### src/rtl/adcs_pkg.sv
package adcs_pkg;
    typedef enum logic [1:0] {
        ST_IDLE,
        ST_GUARD,
        ST_BURST,
        ST_REST
    } seq_state_t;

    localparam int unsigned NUM_EDGES = 19;
endpackage

### src/rtl/adcs_cfg_check.sv
module adcs_cfg_check #(
    parameter int CW        = 16,
    parameter int SCLK_DIV  = 6,
    parameter int LEAD      = 7,
    parameter int EDGES     = 19
) (
    input  logic [CW-1:0] per_i,
    input  logic [CW-1:0] wid_i,
    input  logic [CW-1:0] grd_i,
    output logic          ok_o
);
    localparam int XW = CW + 8;

    logic [XW-1:0] last_rise;
    logic [XW-1:0] burst_end;

    always_comb begin
        last_rise = XW'(grd_i) + XW'((EDGES - 1) * SCLK_DIV);
        burst_end = last_rise + XW'(SCLK_DIV);
        ok_o = (|wid_i) && (|grd_i)
            && ((XW'(wid_i) + XW'(LEAD)) <= last_rise)
            && (burst_end <= XW'(per_i));
    end
endmodule

### src/rtl/adcs_burst_clock.sv
module adcs_burst_clock #(
    parameter int SCLK_DIV = 6,
    parameter int EDGES    = 19
) (
    input  logic clk,
    input  logic rst_n,
    input  logic start_i,
    input  logic half_i,
    output logic sclk_o,
    output logic last_rise_o,
    output logic done_o
);
    localparam int PW = $clog2(SCLK_DIV);
    localparam int NW = $clog2(EDGES);
    localparam logic [PW-1:0] PH_LAST = PW'(SCLK_DIV - 1);
    localparam logic [PW-1:0] HI_THIRD = PW'(SCLK_DIV / 3);
    localparam logic [PW-1:0] HI_HALF  = PW'(SCLK_DIV / 2);
    localparam logic [NW-1:0] N_LAST   = NW'(EDGES - 1);

    logic          run_q;
    logic [PW-1:0] ph_q;
    logic [NW-1:0] n_q;
    logic [PW-1:0] hi_ticks;

    always_ff @(posedge clk or negedge rst_n) begin
        if (!rst_n) begin
            run_q <= 1'b0;
            ph_q  <= '0;
            n_q   <= '0;
        end else if (start_i) begin
            run_q <= 1'b1;
            ph_q  <= '0;
            n_q   <= '0;
        end else if (run_q) begin
            if (ph_q == PH_LAST) begin
                ph_q <= '0;
                if (n_q == N_LAST) begin
                    run_q <= 1'b0;
                end else begin
                    n_q <= n_q + 1'b1;
                end
            end else begin
                ph_q <= ph_q + 1'b1;
            end
        end
    end

    always_comb begin
        hi_ticks    = half_i ? HI_HALF : HI_THIRD;
        sclk_o      = run_q && (ph_q < hi_ticks);
        last_rise_o = run_q && (ph_q == '0) && (n_q == N_LAST);
        done_o      = run_q && (ph_q == PH_LAST) && (n_q == N_LAST);
    end

    p_no_restart_r3: assert property (@(posedge clk) disable iff (!rst_n)
        start_i |-> !run_q);
    p_done_ends_run_r3: assert property (@(posedge clk) disable iff (!rst_n)
        done_o |=> !sclk_o);
endmodule

### src/rtl/adc_conv_sequencer.sv
module adc_conv_sequencer
    import adcs_pkg::*;
#(
    parameter int CW         = 16,
    parameter int SCLK_DIV   = 6,
    parameter int LEAD_TICKS = 7
) (
    input  logic          clk,
    input  logic          rst_n,
    input  logic          en,
    input  logic [CW-1:0] period_i,
    input  logic [CW-1:0] width_i,
    input  logic [CW-1:0] guard_i,
    input  logic          half_duty_i,
    output logic          cnv_o,
    output logic          sclk_o,
    output logic          frame_o,
    output logic          cfg_err_o
);
    seq_state_t    state_q, state_d;
    logic [CW-1:0] t_q, per_q, wid_q, grd_q;
    logic          half_q;
    logic          err_q;
    logic          cfg_ok;
    logic          period_end;
    logic          launch;
    logic          burst_start;
    logic          burst_done;

    adcs_cfg_check #(
        .CW(CW), .SCLK_DIV(SCLK_DIV), .LEAD(LEAD_TICKS), .EDGES(NUM_EDGES)
    ) u_chk (
        .per_i(period_i), .wid_i(width_i), .grd_i(guard_i), .ok_o(cfg_ok)
    );

    adcs_burst_clock #(
        .SCLK_DIV(SCLK_DIV), .EDGES(NUM_EDGES)
    ) u_bclk (
        .clk(clk), .rst_n(rst_n), .start_i(burst_start), .half_i(half_q),
        .sclk_o(sclk_o), .last_rise_o(frame_o), .done_o(burst_done)
    );

    always_comb begin
        period_end = (state_q != ST_IDLE) && (t_q == per_q - 1'b1);
        launch     = en && cfg_ok && ((state_q == ST_IDLE) || period_end);
    end

    // next state
    always_comb begin
        state_d     = state_q;
        burst_start = 1'b0;
        unique case (state_q)
            ST_IDLE:  if (launch) state_d = ST_GUARD;
            ST_GUARD: if (t_q == grd_q - 1'b1) begin
                          state_d     = ST_BURST;
                          burst_start = 1'b1;
                      end
            ST_BURST: if (burst_done) state_d = ST_REST;
            ST_REST:  state_d = ST_REST;
            default:  state_d = ST_IDLE;
        endcase
        if (period_end) state_d = launch ? ST_GUARD : ST_IDLE;
    end

    // state register and counters
    always_ff @(posedge clk or negedge rst_n) begin
        if (!rst_n) begin
            state_q <= ST_IDLE;
            t_q     <= '0;
            per_q   <= '0;
            wid_q   <= '0;
            grd_q   <= '0;
            half_q  <= 1'b0;
            err_q   <= 1'b0;
        end else begin
            state_q <= state_d;
            if (launch) begin
                t_q    <= '0;
                per_q  <= period_i;
                wid_q  <= width_i;
                grd_q  <= guard_i;
                half_q <= half_duty_i;
            end else if (state_q != ST_IDLE) begin
                t_q <= t_q + 1'b1;
            end
            if ((state_q == ST_IDLE) || period_end) begin
                err_q <= en && !cfg_ok;
            end
        end
    end

    // outputs
    always_comb begin
        cnv_o     = (state_q != ST_IDLE) && (t_q < wid_q);
        cfg_err_o = err_q;
    end

    p_idle_quiet_r1: assert property (@(posedge clk) disable iff (!rst_n)
        (state_q == ST_IDLE) |-> (!sclk_o && !frame_o));
    p_cnv_ends_before_last_r2: assert property (@(posedge clk) disable iff (!rst_n)
        frame_o |-> !cnv_o);
    p_guard_clock_free_r4: assert property (@(posedge clk) disable iff (!rst_n)
        (state_q == ST_GUARD) |-> !sclk_o);
    p_frame_single_r6: assert property (@(posedge clk) disable iff (!rst_n)
        frame_o |=> !frame_o);
    p_err_blocks_start_r7: assert property (@(posedge clk) disable iff (!rst_n)
        cfg_err_o |-> (state_q == ST_IDLE));
    p_tick_in_period_r8: assert property (@(posedge clk) disable iff (!rst_n)
        (state_q != ST_IDLE) |-> (t_q < per_q));
endmodule

### config.mk
export PLATFORM = sky130hd
export DESIGN_NAME = adc_conv_sequencer
export DESIGN_NICKNAME = d
export VERILOG_FILES = /design/src/rtl/adcs_pkg.sv /design/src/rtl/adcs_cfg_check.sv /design/src/rtl/adcs_burst_clock.sv /design/src/rtl/adc_conv_sequencer.sv
export SDC_FILE = /design/constraint.sdc
export NUM_CORES = 1
export LEC_CHECK = 0
export BUFFER_PORTS_ARGS = -buffer_cell sky130_fd_sc_hd__buf_4
export CAP_MARGIN = 20
export CORE_MARGIN = 2
export CORE_UTILIZATION = 55
export DETAILED_ROUTE_END_ITERATION = 8
export PLACE_DENSITY = 0.71
export SETUP_SLACK_MARGIN = 0.05
export SLEW_MARGIN = 40
export SYNTH_ARGS = -nofsm -noshare
export SYNTH_HDL_FRONTEND = slang
export SYNTH_SLANG_ARGS = --single-unit
### constraint.sdc
create_clock -name clk -period 3.7 [get_ports clk]
set_clock_uncertainty 0.2 [all_clocks]
set_input_delay 0.185 -clock clk [delete_from_list [all_inputs] [get_ports clk]]
set_output_delay 0.185 -clock clk [all_outputs]
set_load 0.05 [all_outputs]
==> impl_metrics.yaml <==
detailed_routing:
  dr.first_iter.drc_count: 605
  antenna_left: 0
  drt_first_pass_iters: 7
  drcViolationCount: 0
  drt-total-wl_um: 22620
  wl_per_cell_um: 20.56
  num_vias: 6759
  vias_per_cell: 6.145
die:
  ios: 56
  die_w_um: 114.2
  die_y_um: 114.2
  num_rows: 40
  coreArea_mm2: 0.01191
  initial_core_util: 0.5607
  dieArea_mm2: 0.01304
worst_setup_path:
  critPathSlowestCell: "or2_4"
  path_delay_family: "simple AND/OR/NAND/NOR gates"
  slowest_delay_ps: 330
  cp.required_ps: 3740
  critPathArrivalTime_ps: 3940
  worst-path-max-fanout: 8
  critPathLaunchType: "primary input"
  critical_path_buf_inv_count: 4
  critPathKind: "in -> reg"
  crit_path_frequent_cell: "buf_12"
  crit_chain: "buf_12 > inv_12 > ha_4 > nor2b_2 > nor3_2 > and4b_1 > o32ai_4 > buf_4 > nor3_4 > xnor2_1 > ha_1 > and4_1 > nand4_1 > a21oi_2 > o32a_1 > a211oi_2 > nand3_2 > or2_4 > buf_12 > mux2_4"
  cp-end-kind: "flip-flop"
synth:
  synth_xor_area_frac: 0.1075
  yosysSeqAreaShare: 0.2885
  yosysWarnings: 0
  netlist_instances: 776
  synth_cell_types: 67
  synthSimpleGateAreaFrac: 0.2046
  muxShareOfSynthArea: 0.07156
  synthFlopType: "dfrtp_1"
  synth_compound_area_frac: 0.1634
  ys_seq_elements: 77
  synthArstFlopShare: 1.000
  synth_top_family_by_area: "simple AND/OR/NAND/NOR gates"
  syn_nets: 885
  syn_area_per_cell_um2: 8.607
  synth_edf_count: 0
  synthAdderAreaFrac: 0.1068
  netlist_area_mm2: 0.006679
cells_and_area:
  layout.cells.most_common: "buf_4"
  fin_nets: 1057
  final_cells: 1100
  final_cell_mix: "buf_4, dfrtp_1, inv_1, ha_1, nor2_1"
  diodes: 0
  final_layout_size_suffix_gt1_frac: 0.3095
  syn_to_final_growth_pct: 40.71
clock_tree:
  clkSlewWorstSetupHoldPaths_ps: 60
  cts.path.max_buffers: 2
  cts_buffers: 9
  cts_tree: "built"
  clock_latency_ps: 350
  root_buffer: "clkbuf_16"
  htreeDepth: 3
  cts.sinks: 77
power_and_ir_drop:
  pwr-share-clk: 0.285
  p_seq_frac: 0.319
  internal_power_mw: 2.316
  switching_power_mw: 1.337
  p_total_mw: 3.653
  powerDensity_mw_per_mm2: 388.7
  comb_power_share: 0.396
  static-leakage-power_nw: 4.240
  vdd_drop_max_uv: 251.0
  swShare: 0.3660
sta:
  max_freq_mhz: 256.0
  timing.final.crit_share: 1.056
  rsz0062_at_grt: "yes"
  setup_slack_ps: -205.6
  setup_viol: 63
  slew_viol_final: 0
  slew_headroom: 0.4942
  finalHoldViolations: 0
  fin_crit_ps: 3906
  worst_pin_slew_ps: 748.5
hold_path:
  hold_path_class: "in -> reg"
placement:
  dp_cells: 1033
  io_buffers: 55
  pre_cts_slack_ps: -511.0
  place_congestion: 0.9566
  dp_hpwl_um: 15560
global_routing:
  gr-total-overflow: 0
  grt_pass1_vias: 6669
  antenna_found_initial: 0
  grt_pass1_wl_um: 34100
  grt_start_max_net_pins: 78
  grt_use_total: 0.3382
flow_run:
  max-cap-violations: 0
run_status:
  violations: "setup timing"
  outcome: "finished, violations left"
sequential cells by signal (all words and copies together) (netlist names):
name	flops
u_bclk.ph_q	3
u_bclk.run_q	1
per_q	16
u_bclk.n_q	5
t_q	16
wid_q	16
state_q	2
half_q	1
cfg_err_o	1
grd_q	16
metal layers:
metal / track usage / part of all wire / vias to the layer above / wire length [µm]
met4: 0.1439 / 0.040 / 0 / 894
met2: 0.6087 / 0.51 / 292 / 11590
met3: 0.03600 / 0.053 / 68 / 1190
met1: 0.4103 / 0.40 / 3251 / 8942
met5: 0 / 0 / - / 0
li1: - / - / 3148 / -
cells in the mapped netlist (all sizes together) (7+ instances only):
cell type  count  area (µm²)
mux2          30       367.9
and3           7       43.79
inv           59       221.5
nor2b         14       87.58
clkbuf        23       86.33
or4            8       67.56
o21ai         65       325.3
mux2i         11       110.1
nand2         40       150.1
xnor2         46       402.9
nor2          51       191.4
a31oi          7       43.79
or3           12       75.07
o31ai          8       60.06
buf           10       77.57
a21o          11       82.58
nand4         19       118.9
nor4          10       77.57
a21oi         39       195.2
ha            57       713.2
nor3          25       125.1
o211ai         8       65.06
xor2          36       315.3
nand3         28       140.1
nand2b         7       43.79
dfrtp         77        1927
stage by stage:
stage               hold slack [ps]  TNS (ps)  instance area (µm²)    util
floorplan                    -310.6     -2463                 6855       -
global placement              181.0    -22190                 7958  0.6681
detailed placement            60.14    -27760                 7961  0.6684
CTS                           2.538     -2349                 9144  0.7676
global route                  32.70    -13320                 9398  0.7890
finish                        21.75     -6923                 9398  0.7890
final timing paths:
kind	start	end	slack, ps	cells past startpoint
hold reg to reg	wid_q[13]	wid_q[13]	320	1
max in group asynchronous	rst_n	per_q[5]	2580	2
setup reg to reg	per_q[1]	wid_q[11]	80	10
hold / removal	period_i[7]	per_q[7]	20	3
setup / recovery	guard_i[3]	wid_q[11]	-210	20
min in group asynchronous	rst_n	t_q[8]	220	2
power by group through the flow:
stage | sequential, mW | clock (mW) | combinational, mW
4_1_cts | 1.15 | 1.03 | 1.38
2_1_floorplan | 1.06 | 0 | 0.900
3_5_place_dp | 1.16 | 0 | 1.28
6_report | 1.17 | 1.04 | 1.45
3_3_place_gp | 1.16 | 0 | 1.23
5_1_grt | 1.18 | 1.07 | 1.57
cells by family (layout without fill, tap and decap cells):
group	Yosys count	after routing
flip-flops	77	77
XOR/XNOR	82	82
adder cells (fa/ha/maj)	57	57
multiplexers	41	41
AO/OA/AOI/OAI	175	175
buffers and inverters	92	269
AND/OR/NAND/NOR	252	252
timing repair:
item	CTS	global route
hold endpoints to repair	112	0
pin swaps	21	10
endpoints found under the setup margin	63	67
hold buffers	36	0
setup buffers	7	2
resized for setup	90	60
gates cloned	5	1
area by class of cell:
class / instances / area (µm²)
multi-input combinational: 607 / 4938
inverter: 59 / 241.5
clock inverter: 6 / 110.1
clock buffer: 10 / 239.0
sequential: 77 / 1927
timing repair buffer: 194 / 1758
fill: 780 / 2514
tap: 147 / 183.9
worst reg2reg max path, delay by kind of cell (launching register included):
family / cells / cell delay (ps)
AOI/OAI and AO/OA: 2 / 690
adders and majority gates: 1 / 170
buffers and inverters: 2 / 250
DFF: 1 / 450
muxes: 1 / 310
and+or+nand+nor: 4 / 1450
Note: power is estimated with default switching activity, not from simulation.
